$ cat config.mk
export PLATFORM = sky130hd
export DESIGN_NAME = dac_update_sequencer
export DESIGN_NICKNAME = d
export VERILOG_FILES = /design/src/rtl/dus_pkg.sv /design/src/rtl/dus_sync.sv /design/src/rtl/dus_timer.sv /design/src/rtl/dac_update_sequencer.sv
export SDC_FILE = /design/constraint.sdc
export NUM_CORES = 1
export LEC_CHECK = 0
export ABC_AREA = 1
export BUFFER_PORTS_ARGS = -buffer_cell sky130_fd_sc_hd__buf_2
export CELL_PAD_IN_SITES_DETAIL_PLACEMENT = 2
export CELL_PAD_IN_SITES_GLOBAL_PLACEMENT = 2
export CORE_ASPECT_RATIO = 0.6
export CORE_UTILIZATION = 33
export CTS_CLUSTER_SIZE = 12
export DETAILED_ROUTE_END_ITERATION = 6
export GPL_TIMING_DRIVEN = 0
export PLACE_DENSITY_LB_ADDON = 0.1
export RECOVER_POWER = 50
export SETUP_SLACK_MARGIN = 0.05
export SKIP_CTS_REPAIR_TIMING = 1
export SYNTH_ARGS = -nofsm -noshare
export SYNTH_HDL_FRONTEND = slang
export SYNTH_SLANG_ARGS = --single-unit
$ cat constraint.sdc
create_clock -name clk -period 1.6 [get_ports clk]
set_input_delay 0.24 -clock clk [delete_from_list [all_inputs] [get_ports clk]]
set_output_delay 0.24 -clock clk [all_outputs]
set_load 0.1 [all_outputs]
$ cat src/rtl/dus_pkg.sv
package dus_pkg;

    typedef enum logic [1:0] {
        ST_RESET = 2'd0,
        ST_IDLE  = 2'd1,
        ST_CALC  = 2'd2,
        ST_CLEAR = 2'd3
    } dus_state_e;

    localparam int PIN_LDAC = 0;
    localparam int PIN_CLR  = 1;
    localparam int PIN_RST  = 2;
    localparam int PIN_COUNT = 3;

endpackage

$ cat src/rtl/dus_sync.sv
module dus_sync #(
    parameter int WIDTH  = 3,
    parameter int STAGES = 2
) (
    input  logic             clk,
    input  logic             por_n,
    input  logic [WIDTH-1:0] pin_async,
    output logic [WIDTH-1:0] pin_lvl,
    output logic [WIDTH-1:0] pin_fall
);

    for (genvar g = 0; g < WIDTH; g++) begin : g_bit
        logic [STAGES-1:0] chain_q;
        logic              prev_q;

        always_ff @(posedge clk or negedge por_n) begin
            if (!por_n) begin
                chain_q <= '1;
                prev_q  <= 1'b1;
            end else begin
                chain_q <= {chain_q[STAGES-2:0], pin_async[g]};
                prev_q  <= chain_q[STAGES-1];
            end
        end

        assign pin_lvl[g]  = chain_q[STAGES-1];
        assign pin_fall[g] = prev_q & ~chain_q[STAGES-1];
    end

endmodule

$ cat src/rtl/dus_timer.sv
module dus_timer #(
    parameter int CW       = 16,
    parameter int INIT_VAL = 0
) (
    input  logic          clk,
    input  logic          por_n,
    input  logic          load,
    input  logic [CW-1:0] load_val,
    output logic          done
);

    logic [CW-1:0] cnt_q;

    always_ff @(posedge clk or negedge por_n) begin
        if (!por_n) begin
            cnt_q <= CW'(INIT_VAL);
        end else if (load) begin
            cnt_q <= load_val;
        end else if (cnt_q != '0) begin
            cnt_q <= cnt_q - 1'b1;
        end
    end

    assign done = (cnt_q == '0);

    AST_TIMER_STEP: assert property (@(posedge clk) disable iff (!por_n)
        (!load && cnt_q != '0) |=> (cnt_q == $past(cnt_q) - 1'b1)) else $error("timer step");

    AST_TIMER_HOLD: assert property (@(posedge clk) disable iff (!por_n)
        (!load && cnt_q == '0) |=> (cnt_q == '0)) else $error("timer hold");

endmodule

$ cat src/rtl/dac_update_sequencer.sv
module dac_update_sequencer #(
    parameter int CALC_CYCLES = 40,
    parameter int CLR_CYCLES  = 3000,
    parameter int RST_CYCLES  = 54000,
    parameter int SYNC_STAGES = 2
) (
    input  logic clk,
    input  logic por_n,
    input  logic calc_start,
    input  logic ldac_n,
    input  logic clr_n,
    input  logic rst_n,
    output logic busy_n,
    output logic if_en,
    output logic xfer_pulse,
    output logic clear_pulse,
    output logic regrst_pulse
);

    import dus_pkg::*;

    localparam int MAX_AB  = (CALC_CYCLES > CLR_CYCLES) ? CALC_CYCLES : CLR_CYCLES;
    localparam int MAX_CYC = (MAX_AB > RST_CYCLES) ? MAX_AB : RST_CYCLES;
    localparam int CW      = $clog2(MAX_CYC + 1);

    localparam logic [CW-1:0] CALC_LOAD = CW'(CALC_CYCLES - 1);
    localparam logic [CW-1:0] CLR_LOAD  = CW'(CLR_CYCLES - 1);
    localparam logic [CW-1:0] RST_LOAD  = CW'(RST_CYCLES - 1);

    // pin synchronisation and edge detection
    logic [PIN_COUNT-1:0] pin_raw;
    logic [PIN_COUNT-1:0] pin_lvl;
    logic [PIN_COUNT-1:0] pin_fall;

    assign pin_raw[PIN_LDAC] = ldac_n;
    assign pin_raw[PIN_CLR]  = clr_n;
    assign pin_raw[PIN_RST]  = rst_n;

    dus_sync #(
        .WIDTH  (PIN_COUNT),
        .STAGES (SYNC_STAGES)
    ) u_sync (
        .clk       (clk),
        .por_n     (por_n),
        .pin_async (pin_raw),
        .pin_lvl   (pin_lvl),
        .pin_fall  (pin_fall)
    );

    logic ldac_fall;
    logic clr_fall;
    logic rst_fall;
    logic clr_high;
    logic ldac_ok;

    assign ldac_fall = pin_fall[PIN_LDAC];
    assign clr_fall  = pin_fall[PIN_CLR];
    assign rst_fall  = pin_fall[PIN_RST];
    assign clr_high  = pin_lvl[PIN_CLR];
    assign ldac_ok   = ldac_fall & clr_high;

    // window timer
    logic          tmr_load;
    logic [CW-1:0] tmr_val;
    logic          tmr_done;

    dus_timer #(
        .CW       (CW),
        .INIT_VAL (RST_CYCLES - 1)
    ) u_timer (
        .clk      (clk),
        .por_n    (por_n),
        .load     (tmr_load),
        .load_val (tmr_val),
        .done     (tmr_done)
    );

    // next-state decision
    dus_state_e state_q;
    dus_state_e state_d;
    logic       pend_q;
    logic       pend_d;
    logic       xfer_d;
    logic       clear_d;
    logic       regrst_d;

    always_comb begin
        state_d  = state_q;
        pend_d   = pend_q;
        tmr_load = 1'b0;
        tmr_val  = '0;
        xfer_d   = 1'b0;
        clear_d  = 1'b0;
        regrst_d = 1'b0;

        unique case (state_q)
            ST_RESET: begin
                pend_d = 1'b0;
                if (tmr_done) begin
                    state_d = ST_IDLE;
                end
            end
            ST_IDLE: begin
                if (calc_start) begin
                    state_d  = ST_CALC;
                    tmr_load = 1'b1;
                    tmr_val  = CALC_LOAD;
                end
                if (ldac_ok) begin
                    xfer_d = 1'b1;
                end
            end
            ST_CALC: begin
                if (ldac_ok) begin
                    pend_d = 1'b1;
                end
                if (calc_start) begin
                    tmr_load = 1'b1;
                    tmr_val  = CALC_LOAD;
                end else if (tmr_done) begin
                    state_d = ST_IDLE;
                    xfer_d  = pend_q | ldac_ok;
                    pend_d  = 1'b0;
                end
            end
            ST_CLEAR: begin
                pend_d = 1'b0;
                if (tmr_done) begin
                    state_d = ST_IDLE;
                end
            end
            default: begin
                state_d = ST_RESET;
            end
        endcase

        if (state_q != ST_RESET && clr_fall) begin
            state_d  = ST_CLEAR;
            tmr_load = 1'b1;
            tmr_val  = CLR_LOAD;
            pend_d   = 1'b0;
            xfer_d   = 1'b0;
            clear_d  = 1'b1;
        end

        if (state_q != ST_RESET && rst_fall) begin
            state_d  = ST_RESET;
            tmr_load = 1'b1;
            tmr_val  = RST_LOAD;
            pend_d   = 1'b0;
            xfer_d   = 1'b0;
            clear_d  = 1'b0;
            regrst_d = 1'b1;
        end
    end

    // state register
    always_ff @(posedge clk or negedge por_n) begin
        if (!por_n) begin
            state_q <= ST_RESET;
            pend_q  <= 1'b0;
        end else begin
            state_q <= state_d;
            pend_q  <= pend_d;
        end
    end

    // registered outputs
    always_ff @(posedge clk or negedge por_n) begin
        if (!por_n) begin
            busy_n       <= 1'b0;
            if_en        <= 1'b0;
            xfer_pulse   <= 1'b0;
            clear_pulse  <= 1'b0;
            regrst_pulse <= 1'b1;
        end else begin
            busy_n       <= (state_d == ST_IDLE);
            if_en        <= (state_d != ST_RESET);
            xfer_pulse   <= xfer_d;
            clear_pulse  <= clear_d;
            regrst_pulse <= regrst_d;
        end
    end

    AST_ONE_COMMAND: assert property (@(posedge clk) disable iff (!por_n)
        $onehot0({xfer_pulse, clear_pulse, regrst_pulse})) else $error("commands overlap");

    AST_CALC_BUSY: assert property (@(posedge clk) disable iff (!por_n)
        (state_q == ST_IDLE && calc_start && !rst_fall && !clr_fall) |=> !busy_n) else $error("calc busy");

    AST_XFER_NOT_BUSY: assert property (@(posedge clk) disable iff (!por_n)
        xfer_pulse |-> busy_n) else $error("xfer while busy");

    AST_CLEAR_BUSY: assert property (@(posedge clk) disable iff (!por_n)
        clear_pulse |-> !busy_n) else $error("clear without busy");

    AST_REGRST_IF_OFF: assert property (@(posedge clk) disable iff (!por_n)
        regrst_pulse |-> (!busy_n && !if_en)) else $error("regrst with interface on");

    AST_NO_XFER_IF_OFF: assert property (@(posedge clk) disable iff (!por_n)
        !if_en |-> !xfer_pulse) else $error("xfer during reset");

    AST_PEND_DROP_CLEAR: assert property (@(posedge clk) disable iff (!por_n)
        (state_q != ST_RESET && clr_fall) |=> !pend_q) else $error("pending kept over clear");

endmodule

==> results of run 1 <==
flip-flops by register name, summed over array words and instances, names as in the netlist:
name and count:
busy_n 1, clear_pulse 1, if_en 1, pend_q 1
regrst_pulse 1, state_q 2, u_sync.g_bit.chain_q 6, u_sync.g_bit.prev_q 3
u_timer.cnt_q 16, xfer_pulse 1
synthesized netlist by cell type, drive strengths merged:
master,n,area (sq um)
ha,5,62.6
inv,35,131
a32oi,1,8.76
nand4,3,18.8
o22ai,1,6.26
o211ai,2,15.0
a21o,1,7.51
buf,1,5.00
or2,2,12.5
nand2,45,186
dfstp,21,552
o21ai,5,25.0
xor2,3,26.3
a21oi,16,83.8
nor3,3,26.3
nor2,26,125
dfrtp,12,300
nand3,15,92.6
o21bai,2,15.0
o31ai,2,20.0
kinds of logic (layout without fill, tap and decap cells):
logic type | count (synthesis) | count (layout) | share of synthesized area
and+or+nand+nor | 94 | 94 | 0.268
buffers and inverters | 36 | 70 | 0.0793
DFF | 33 | 33 | 0.495
AOI/OAI and AO/OA | 30 | 30 | 0.105
adders and majority gates | 5 | 5 | 0.0364
xor gates and xnor gates | 3 | 3 | 0.0153
layout make-up:
cell class,instances,area [sq um],share of cell area
Sequential cell,33,853,0.374
Timing Repair inverter,1,7.51,0.00329
Inverter,35,139,0.0609
Tap cell,63,78.8,0.0345
Buffer,1,15.0,0.00658
Timing Repair Buffer,25,183,0.0800
Clock buffer,5,68.8,0.0302
Clock inverter,3,45.0,0.0197
Multi-Input combinational cell,132,892,0.391
worst register-to-register path, delay by kind of cell (launching register included):
kind / cells / cell delay [ps]
simple gates: 11 / 1250
flops: 1 / 430
per-layer routing:
metal	vias up	track usage	share of wire
li1	704	-	-
met1	763	0.284	0.47
met2	30	0.343	0.48
met3	9	0.0433	0.038
met4	0	0.0606	0.0099
met5	-	0	0
stage by stage:
step / power, mW / util / hold WS, ps / cells / setup TNS (ps)
after floorplan: 0.878 / - / -55.6 / 201 / 0
after global placement: 0.903 / 0.388 / 336 / 274 / -2810
after detailed placement: 0.907 / 0.388 / 344 / 274 / -3760
after CTS: 1.72 / 0.412 / 22.0 / 282 / -4460
after global routing: 1.75 / 0.478 / 34.1 / 298 / -2860
final: 1.71 / 0.478 / 32.0 / 298 / -1270
power by group through the flow:
stage	Combinational, mW	Sequential, mW	Clock, mW
final	0.0328	0.862	0.811
after floorplan	0.00465	0.873	0
after global routing	0.0366	0.863	0.849
after global placement	0.0290	0.874	0
after CTS	0.0319	0.861	0.830
after detailed placement	0.0313	0.875	0
worst min-delay path by stage:
| stage | endpoint | cells past startpoint | slack (ps) | startpoint |
|---|---|---|---|---|
| final | u_timer.cnt_q[4]$_DFFE_PN0P_ | 1 | 30 | por_n |
| after global routing | u_sync.g_bit[2].chain_q[0]$_DFF_PN1_ | 1 | 30 | rst_n |
| after CTS | u_timer.cnt_q[4]$_DFFE_PN0P_ | 1 | 20 | por_n |
| after detailed placement | u_timer.cnt_q[4]$_DFFE_PN0P_ | 1 | 340 | por_n |
| after global placement | u_timer.cnt_q[4]$_DFFE_PN0P_ | 1 | 340 | por_n |
| after floorplan | busy_n$_DFF_PN0_ | 0 | -60 | por_n |
layout by cell type (no fill, tap or decap), drive strengths merged, types with 5 or more instances in the layout:
cell    synthesis  routed
nand2          45      45
a21oi          16      16
clkbuf          0       6
ha              5       5
dfstp          21      21
buf             1      25
nor2           26      26
o21ai           5       5
nand3          15      15
dfrtp          12      12
inv            35      36
==> flow_summary_export.csv, run 1 <==
group,metric,value,unit
detailed_routing,wl_per_cell,20.1,um
grt,grt_pass1_wl,8320,um
grt,grt_overflow,0,
pwr,p_per_area,747,mW/mm^2
clock_tree,cts_buffers,5,
detailed_routing,drc_errors,0,
pwr,p_leak,1.09,nW
worst_setup_path,reg2reg_depth,11,
logic_synthesis,syn_inst,201,
logic_synthesis,synth_cell_types,31,
sta,finClkSkew,2.92,ps
floorplan,ios,11,
placed_design,dp_hpwl,3840,um
worst_setup_path,cp_common_cell,"nand2_1",
logic_synthesis,synth-seq-area-share,0.495,
detailed_routing,viasPerCell,5.05,
clock_tree,h-tree-depth,2,
clock_tree,cts_num_sinks,33,
cells_and_area,fill_cells,511,
worst_setup_path,startpoint,"u_timer.cnt_q[11]$_DFFE_PN0P_",
cells_and_area,postLayoutCellArea,0.00228,sq mm
pwr,pwr-share-clk,0.475,
cells_and_area,drive_gt1_frac,0.464,
logic_synthesis,avgSynthCellArea,8.56,sq um
detailed_routing,vias,1506,
worst_setup_path,cp-endpoint,"busy_n$_DFF_PN0_",
worst_setup_path,r2r_start,"u_timer.cnt_q[11]$_DFFE_PN0P_",
sta,setup_slack,-127,ps
sta,drv_slew,0,
detailed_routing,drtAntennaViolNets,0,
worst_setup_path,end_kind,"flop",
clock_tree,clk_pin_slew,70,ps
worst_setup_path,slowest_stage,"dfrtp_1",
placed_design,post-place-ws,-306,ps
status,violations,"negative setup slack",
sta,max_slew_margin,0.449,
status,status,"finished with violations",
worst_setup_path,cp.arrival,1960,ps
min_path,hp-class,"primary input to asynchronous set/reset pin",
clock_tree,cts-root-buf,"clkbuf_8",
clock_tree,clk_latency,290,ps
floorplan,die_h,57.9,um
worst_setup_path,r2r_setup_slack,-130,ps
grt,grt_pass1_vias,1602,
job,max_cap_violations,0,
detailed_routing,drt_wl_total,5980,um
sta,worst_pin_slew,826,ps
worst_setup_path,required,1830,ps
logic_synthesis,ys_ff_latch,33,
clock_tree,cts_tree,"built",
logic_synthesis,yosys_warnings,0,
pwr,p_int,1.33,mW
sta,finalCritPeriodShare,1.08,
clock_tree,clockBufferDepth,2,
grt,grt_use_total,0.210,
placed_design,gp_congestion,0.803,
pwr,swShare,0.220,
sta,fmax,579,MHz
detailed_routing,drt_iter0_drc,18,
sta,hold_viol_final,0,
worst_setup_path,crit_chain,"nor2_1, nand2_1, nor2_4, nand3_4, nand2_1, nand2_1, nand2_1, nand2_1, nand2_2, nand2_4, nor2_2",
worst_setup_path,worst-path-max-fanout,4,
cells_and_area,nets,245,
logic_synthesis,synthesis.area,0.00172,sq mm
cells_and_area,antenna_cells,0,
sta,fin_crit,1730,ps
floorplan,num_rows,19,
floorplan,start_util,0.360,
placed_design,portBuffers,10,
sta,setup_viol,18,
worst_setup_path,cpPeakStageDelay,430,ps
detailed_routing,first_pass_iters,4,
floorplan,core_area,0.00478,sq mm
cells_and_area,area_growth,32.7,%
grt,grt_max_degree,34,
pwr,seqPwrFrac,0.505,
pwr,pwr-share-comb,0.019,
worst_setup_path,critPathKind,"flop to flop",
floorplan,dieArea,0.00552,sq mm
logic_synthesis,syn_nets,212,
pwr,vdd_ir_drop_max,462,uV
floorplan,dieWidth,95.2,um
pwr,p_sw,0.376,mW
worst_setup_path,crit_buf_inv,0,
worst_setup_path,cp.depth,11,
worst_setup_path,reg2reg_to,"busy_n$_DFF_PN0_",
placed_design,place_area,0.00186,sq mm
worst_setup_path,critPathLaunchType,"flop",
worst_setup_path,cp_top_family,"simple AND/OR/NAND/NOR gates",
grt,antenna_found_initial,0,
sta,grt_setup_unrepaired,"yes",
Power figures use the tool's default switching activity.
==> run 2, diff against run 1 <==
--- a/config.mk
+++ b/config.mk
@@ -10,13 +10,12 @@
 export CELL_PAD_IN_SITES_DETAIL_PLACEMENT = 2
 export CELL_PAD_IN_SITES_GLOBAL_PLACEMENT = 2
 export CORE_ASPECT_RATIO = 0.6
-export CORE_UTILIZATION = 33
+export CORE_UTILIZATION = 39
 export CTS_CLUSTER_SIZE = 12
 export DETAILED_ROUTE_END_ITERATION = 6
 export GPL_TIMING_DRIVEN = 0
 export PLACE_DENSITY_LB_ADDON = 0.1
 export RECOVER_POWER = 50
-export SETUP_SLACK_MARGIN = 0.05
 export SKIP_CTS_REPAIR_TIMING = 1
 export SYNTH_ARGS = -nofsm -noshare
 export SYNTH_HDL_FRONTEND = slang
==> constraint.sdc (replaced) <==
create_clock -name clk -period 2.2 [get_ports clk]
set_input_delay 0 -clock clk [delete_from_list [all_inputs] [get_ports clk]]
set_output_delay 0 -clock clk [all_outputs]
set_load 0.1 [all_outputs]
==> run 2 against run 1 <==
The run ends with max-capacitance violations, max-slew violations left. Register-to-register slack better by 350 ps. Setup slack better by 350 ps. Routed wire length shrank 20%. Global-route usage increased by 1.6 points. Sequential share of layout area up 5.2 points. Sequential cell count is the same. First-iteration DRC count rose to 4.1 times the previous value. Via count down 6.3%. Cell count shrank 5.0%. Critical path type unchanged. Largest cell class is now sequential cells. Clock skew increased by 1.7 ps. Die area is 15% lower. Final area is 12% lower.
==> flow_summary_export.csv, run 2 (synthesized netlist as in run 1, its figures left out) <==
group,metric,value,unit
status,status,"finished with violations",
status,violations,"max-capacitance violations, max-slew violations",
detailed_routing,vias,1411,
pwr,p_per_area,622,mW/mm^2
cells_and_area,fill_cells,463,
grt,grt-busiest-layer,"met2",
placed_design,portBuffers,10,
floorplan,start_util,0.413,
min_path,hp-class,"primary input to flop",
sta,worst_pin_slew,1770,ps
cells_and_area,final_common_cell,"nand2_1",
placed_design,gp_congestion,0.784,
pwr,p_leak,0.988,nW
worst_setup_path,worst-path-max-fanout,10,
clock_tree,h-tree-depth,2,
sta,drv_slew,34,
clock_tree,cts_tree,"built",
sta,finalCritPeriodShare,0.899,
clock_tree,cts-root-buf,"clkbuf_8",
floorplan,num_rows,18,
job,max_cap_violations,1,
clock_tree,cts_buffers,5,
floorplan,dieArea,0.00469,sq mm
grt,grt_max_degree,34,
cells_and_area,nets,233,
pwr,vdd_ir_drop_max,340,uV
grt,grt_overflow,0,
grt,grtUsageMet3,0.0562,
detailed_routing,drt_wl_total,4770,um
grt,use_met1,0.313,
cells_and_area,regMostFlops,"u_timer.cnt_q",
worst_setup_path,required,2370,ps
cells_and_area,antenna_cells,0,
worst_setup_path,startpoint,"state_q[0]$_DFF_PN0_",
grt,grt_pass1_vias,1457,
grt,gr-usage-met2,0.346,
sta,hold_viol_final,0,
clock_tree,clk_latency,290,ps
worst_setup_path,cp.arrival,2150,ps
detailed_routing,wl_per_cell,16.9,um
clock_tree,cts_num_sinks,33,
cells_and_area,largest_register_ffs,16,
cells_and_area,drive_gt1_frac,0.274,
clock_tree,clockBufferDepth,2,
worst_setup_path,critPathKind,"flop to flop",
floorplan,ios,11,
clock_tree,clk_pin_slew,70,ps
floorplan,dieWidth,87.7,um
pwr,finalPower,1.25,mW
worst_setup_path,critPathLaunchType,"flop",
sta,grt_setup_unrepaired,"no",
cells_and_area,area_growth,16.3,%
placed_design,dp_hpwl,3570,um
worst_setup_path,r2r_start,"state_q[0]$_DFF_PN0_",
grt,grt_pass1_wl,7470,um
cells_and_area,biggestRegsByFlops,"u_timer.cnt_q (16), u_sync.g_bit.chain_q (6), u_sync.g_bit.prev_q (3)",
worst_setup_path,reg2reg_depth,10,
sta,max_slew_margin,-0.178,
floorplan,die_h,53.4,um
worst_setup_path,cp-endpoint,"u_timer.cnt_q[11]$_DFFE_PN0P_",
detailed_routing,viasPerCell,4.99,
sta,fmax,506,MHz
worst_setup_path,end_kind,"flop",
sta,tns,0,ps
grt,grt_use_total,0.226,
sta,setup_viol,0,
grt,antenna_found_initial,0,
detailed_routing,drc_errors,0,
sta,fin_crit,1980,ps
worst_setup_path,reg2reg_to,"u_timer.cnt_q[11]$_DFFE_PN0P_",
cells_and_area,mostFrequentLayoutCells,"40 x nand2_1, 28 x inv_1, 19 x nor2_1, 19 x dfstp_2, 15 x a21oi_1",
sta,finClkSkew,4.61,ps
floorplan,core_area,0.00417,sq mm
worst_setup_path,r2r_setup_slack,220,ps
detailed_routing,drt_iter0_drc,74,
detailed_routing,first_pass_iters,4,
detailed_routing,drtAntennaViolNets,0,
## run 2: worst max-delay path, cell delays in order, from the launching register on
cell     delay [ps]
dfrtp_1         380
inv_1           150
ha_1            190
inv_1            60
nand2_2         200
nand2_1         110
a21oi_1         220
buf_4           240
nand2_2          60
inv_2           180
a21oi_1          70
## run 2: worst min path at each step
stage / startpoint / end / slack, ps / depth (start not counted)
after floorplan: por_n / busy_n$_DFF_PN0_ / -300 / 0
after global placement: por_n / if_en$_DFF_PN0_ / 90 / 1
after detailed placement: por_n / if_en$_DFF_PN0_ / 100 / 1
after CTS: por_n / u_timer.cnt_q[8]$_DFFE_PN0P_ / -210 / 1
after global routing: calc_start / u_timer.cnt_q[10]$_DFFE_PN0P_ / 240 / 4
final: calc_start / xfer_pulse$_DFF_PN0_ / 190 / 4
## run 2: power by group
group          total (mW)  leakage (nW)  switching [mW]  internal [mW]
Clock               0.593        0.0587           0.253          0.340
Combinational      0.0262         0.553          0.0175        0.00866
Sequential          0.626         0.376         0.00444          0.622
Total                1.25         0.988           0.275          0.970
## run 2: per-stage QoR
step	setup slack [ps]	utilization	std cells	cell area (sq um)	hold WS [ps]
finish	223	0.480	283	2000	189
global placement	229	0.443	271	1850	91.5
global route	29.9	0.480	283	2000	238
CTS	130	0.470	279	1960	-212
detailed placement	194	0.443	271	1850	105
floorplan	605	-	201	1720	-296
## run 2: metal layers
layer / routed length [um] / part of all wire
met2: 2170 / 0.45
met5: 0 / 0
met1: 2380 / 0.50
met3: 150 / 0.031
met4: 76 / 0.016
## run 2: cell type report
type	count	area, sq um	area share
flip-flops and latches	33	852	0.426
multi-input cells	132	732	0.366
inverters	35	131	0.0657
repair buffers	14	88.8	0.0444
well taps	60	75.1	0.0375
clock buffers	5	68.8	0.0344
clock inverters	3	45.0	0.0225
plain buffers	1	7.51	0.00375
==> run 3, diff against run 2 <==
--- a/config.mk
+++ b/config.mk
@@ -10,7 +10,7 @@
 export CELL_PAD_IN_SITES_DETAIL_PLACEMENT = 2
 export CELL_PAD_IN_SITES_GLOBAL_PLACEMENT = 2
 export CORE_ASPECT_RATIO = 0.6
-export CORE_UTILIZATION = 39
+export CORE_UTILIZATION = 33
 export CTS_CLUSTER_SIZE = 12
 export DETAILED_ROUTE_END_ITERATION = 6
 export GPL_TIMING_DRIVEN = 0
==> constraint.sdc (replaced) <==
create_clock -name clk -period 1.8 [get_ports clk]
set_input_delay 0.18 -clock clk [delete_from_list [all_inputs] [get_ports clk]]
set_output_delay 0.18 -clock clk [all_outputs]
set_load 0.1 [all_outputs]
==> run 3 against run 2 <==
The run ends with negative setup slack left. Register-to-register slack worse by 230 ps. Global-route usage is 1.3 points lower. Worst hold slack better by 160 ps. Clock-buffer cell count stayed put. Clock skew hardly changed. Sequential share of layout area is 2.5 points lower. Core utilization is 3.6 points lower. Clock power is 22% higher. First-iteration DRC count is 8.1% higher. Fmax is 9.4% higher. Power is 23% higher. Sequential power is 22% higher.
==> flow_summary_export.csv, run 3 (synthesized netlist as in run 1, its figures left out) <==
group,metric,value,unit
status,status,"finished with violations",
status,violations,"negative setup slack",
clock_tree,cts_tree,"built",
detailed_routing,first_pass_iters,4,
detailed_routing,viasPerCell,5.12,
pwr,vdd_ir_drop_max,371,uV
cells_and_area,mostFrequentLayoutCells,"40 x nand2_1, 24 x inv_1, 19 x nor2_1",
clock_tree,cts-root-buf,"clkbuf_8",
clock_tree,cts_num_sinks,33,
detailed_routing,drt_iter0_drc,80,
cells_and_area,final_common_cell,"nand2_1",
grt,antenna_found_initial,0,
min_path,hp-class,"primary input to flop",
sta,setup_viol,1,
cells_and_area,area_growth,23.4,%
clock_tree,clockBufferDepth,2,
detailed_routing,drtAntennaViolNets,0,
clock_tree,h-tree-depth,2,
placed_design,portBuffers,10,
detailed_routing,drc_errors,0,
detailed_routing,wl_per_cell,20.1,um
sta,tns,-6.09,ps
cells_and_area,postLayoutCellArea,0.00212,sq mm
floorplan,die_h,57.9,um
grt,grt_pass1_vias,1587,
worst_setup_path,required,1980,ps
cells_and_area,biggestRegsByFlops,"u_timer.cnt_q (16), u_sync.g_bit.chain_q (6), u_sync.g_bit.prev_q (3)",
clock_tree,cts_buffers,5,
sta,hold_viol_final,0,
sta,finClkSkew,4.63,ps
worst_setup_path,end_kind,"flop",
pwr,p_per_area,718,mW/mm^2
cells_and_area,nets,241,
detailed_routing,drt_wl_total,5910,um
pwr,p_sw,0.340,mW
cells_and_area,regMostFlops,"u_timer.cnt_q",
detailed_routing,vias,1504,
cells_and_area,drive_gt1_frac,0.333,
grt,grt_pass1_wl,8400,um
pwr,swShare,0.223,
placed_design,dp_hpwl,3790,um
clock_tree,clk_latency,290,ps
floorplan,num_rows,19,
placed_design,post-place-ws,-244,ps
placed_design,gp_congestion,0.813,
worst_setup_path,cp.arrival,1980,ps
grt,grt_use_total,0.213,
grt,grt_overflow,0,
sta,drv_slew,0,
sta,fin_crit,1810,ps
worst_setup_path,critPathLaunchType,"flop",
sta,setup_slack,-6.09,ps
pwr,p_int,1.19,mW
cells_and_area,antenna_cells,0,
worst_setup_path,critPathKind,"flop to flop",
sta,finalCritPeriodShare,1.00,
floorplan,dieWidth,95.2,um
cells_and_area,fin_util,0.444,
clock_tree,clk_pin_slew,80,ps
sta,worst_pin_slew,856,ps
grt,grt_max_degree,34,
floorplan,dieArea,0.00552,sq mm
floorplan,core_area,0.00478,sq mm
floorplan,start_util,0.360,
placed_design,place_area,0.00185,sq mm
pwr,seqPwrFrac,0.502,
sta,fmax,554,MHz
pwr,p_leak,1.03,nW
job,max_cap_violations,0,
cells_and_area,largest_register_ffs,16,
floorplan,ios,11,
pwr,pwr-share-clk,0.475,
worst_setup_path,worst-path-max-fanout,5,
sta,max_slew_margin,0.430,
pwr,pwr-share-comb,0.023,
==> run 3: cell types whose count changed in the layout (fill, tap and decap cells not counted), sizes merged <==
cell | before | now
buf | 10 | 18
clkinvlp | 0 | 1
inv | 36 | 35
==> run 3: cell type report <==
cell class | count | area (sq um)
buffer | 1 | 11.3
clock buffer | 5 | 68.8
clock inverter | 3 | 46.3
fill | 532 | 2660
inverter | 35 | 141
multi-input combinational | 132 | 777
sequential | 33 | 852
tap | 63 | 78.8
timing repair buffer | 22 | 148
==> run 3: per-stage QoR <==
step / power (mW) / std cells / hold WS, ps
4_1_cts: 1.54 / 282 / -37.2
2_1_floorplan: 0.780 / 201 / -116
3_5_place_dp: 0.806 / 274 / 287
6_report: 1.53 / 294 / 351
5_1_grt: 1.58 / 294 / 369
3_3_place_gp: 0.803 / 274 / 278
==> run 3: final timing paths <==
check,slack [ps],cells after the start,from,end
worst min-delay path,350,4,calc_start,u_timer.cnt_q[13]$_DFFE_PN0P_
worst max register to register,-6,14,u_timer.cnt_q[0]$_DFFE_PN1P_,if_en$_DFF_PN0_
worst min register to register,370,0,u_sync.g_bit[2].chain_q[0]$_DFF_PN1_,u_sync.g_bit[2].chain_q[1]$_DFF_PN1_
min in group asynchronous,520,2,por_n,u_timer.cnt_q[4]$_DFFE_PN0P_
worst max-delay path,-6,14,u_timer.cnt_q[0]$_DFFE_PN1P_,if_en$_DFF_PN0_
max in group asynchronous,750,2,por_n,state_q[1]$_DFF_PN0_
==> run 3: worst max-delay path, stage by stage (launching register included) <==
cell     delay (ps)
dfstp_2         580
inv_4            60
ha_4            170
inv_1            80
nor2_1           50
nand2_1          90
nor2_4           70
nand2_4         100
nand2_1          60
nand2_1          60
nand2_1          50
nand2_1          60
nand2_1          80
nand2_2         100
nand2_1          70
==> run 3: power groups by stage <==
stage / registers (mW) / clock network, mW / logic [mW]
after floorplan: 0.776 / 0 / 0.00411
after global routing: 0.767 / 0.773 / 0.0391
final: 0.765 / 0.725 / 0.0350
after CTS: 0.767 / 0.746 / 0.0272
after detailed placement: 0.779 / 0 / 0.0271
after global placement: 0.777 / 0 / 0.0257
==> run 3: per-layer routing <==
metal	vias up	track usage	wire [um]
li1	697	-	-
met3	7	0.0472	231
met5	-	0	0
met2	32	0.339	2870
met4	0	0.0519	50
met1	768	0.297	2750
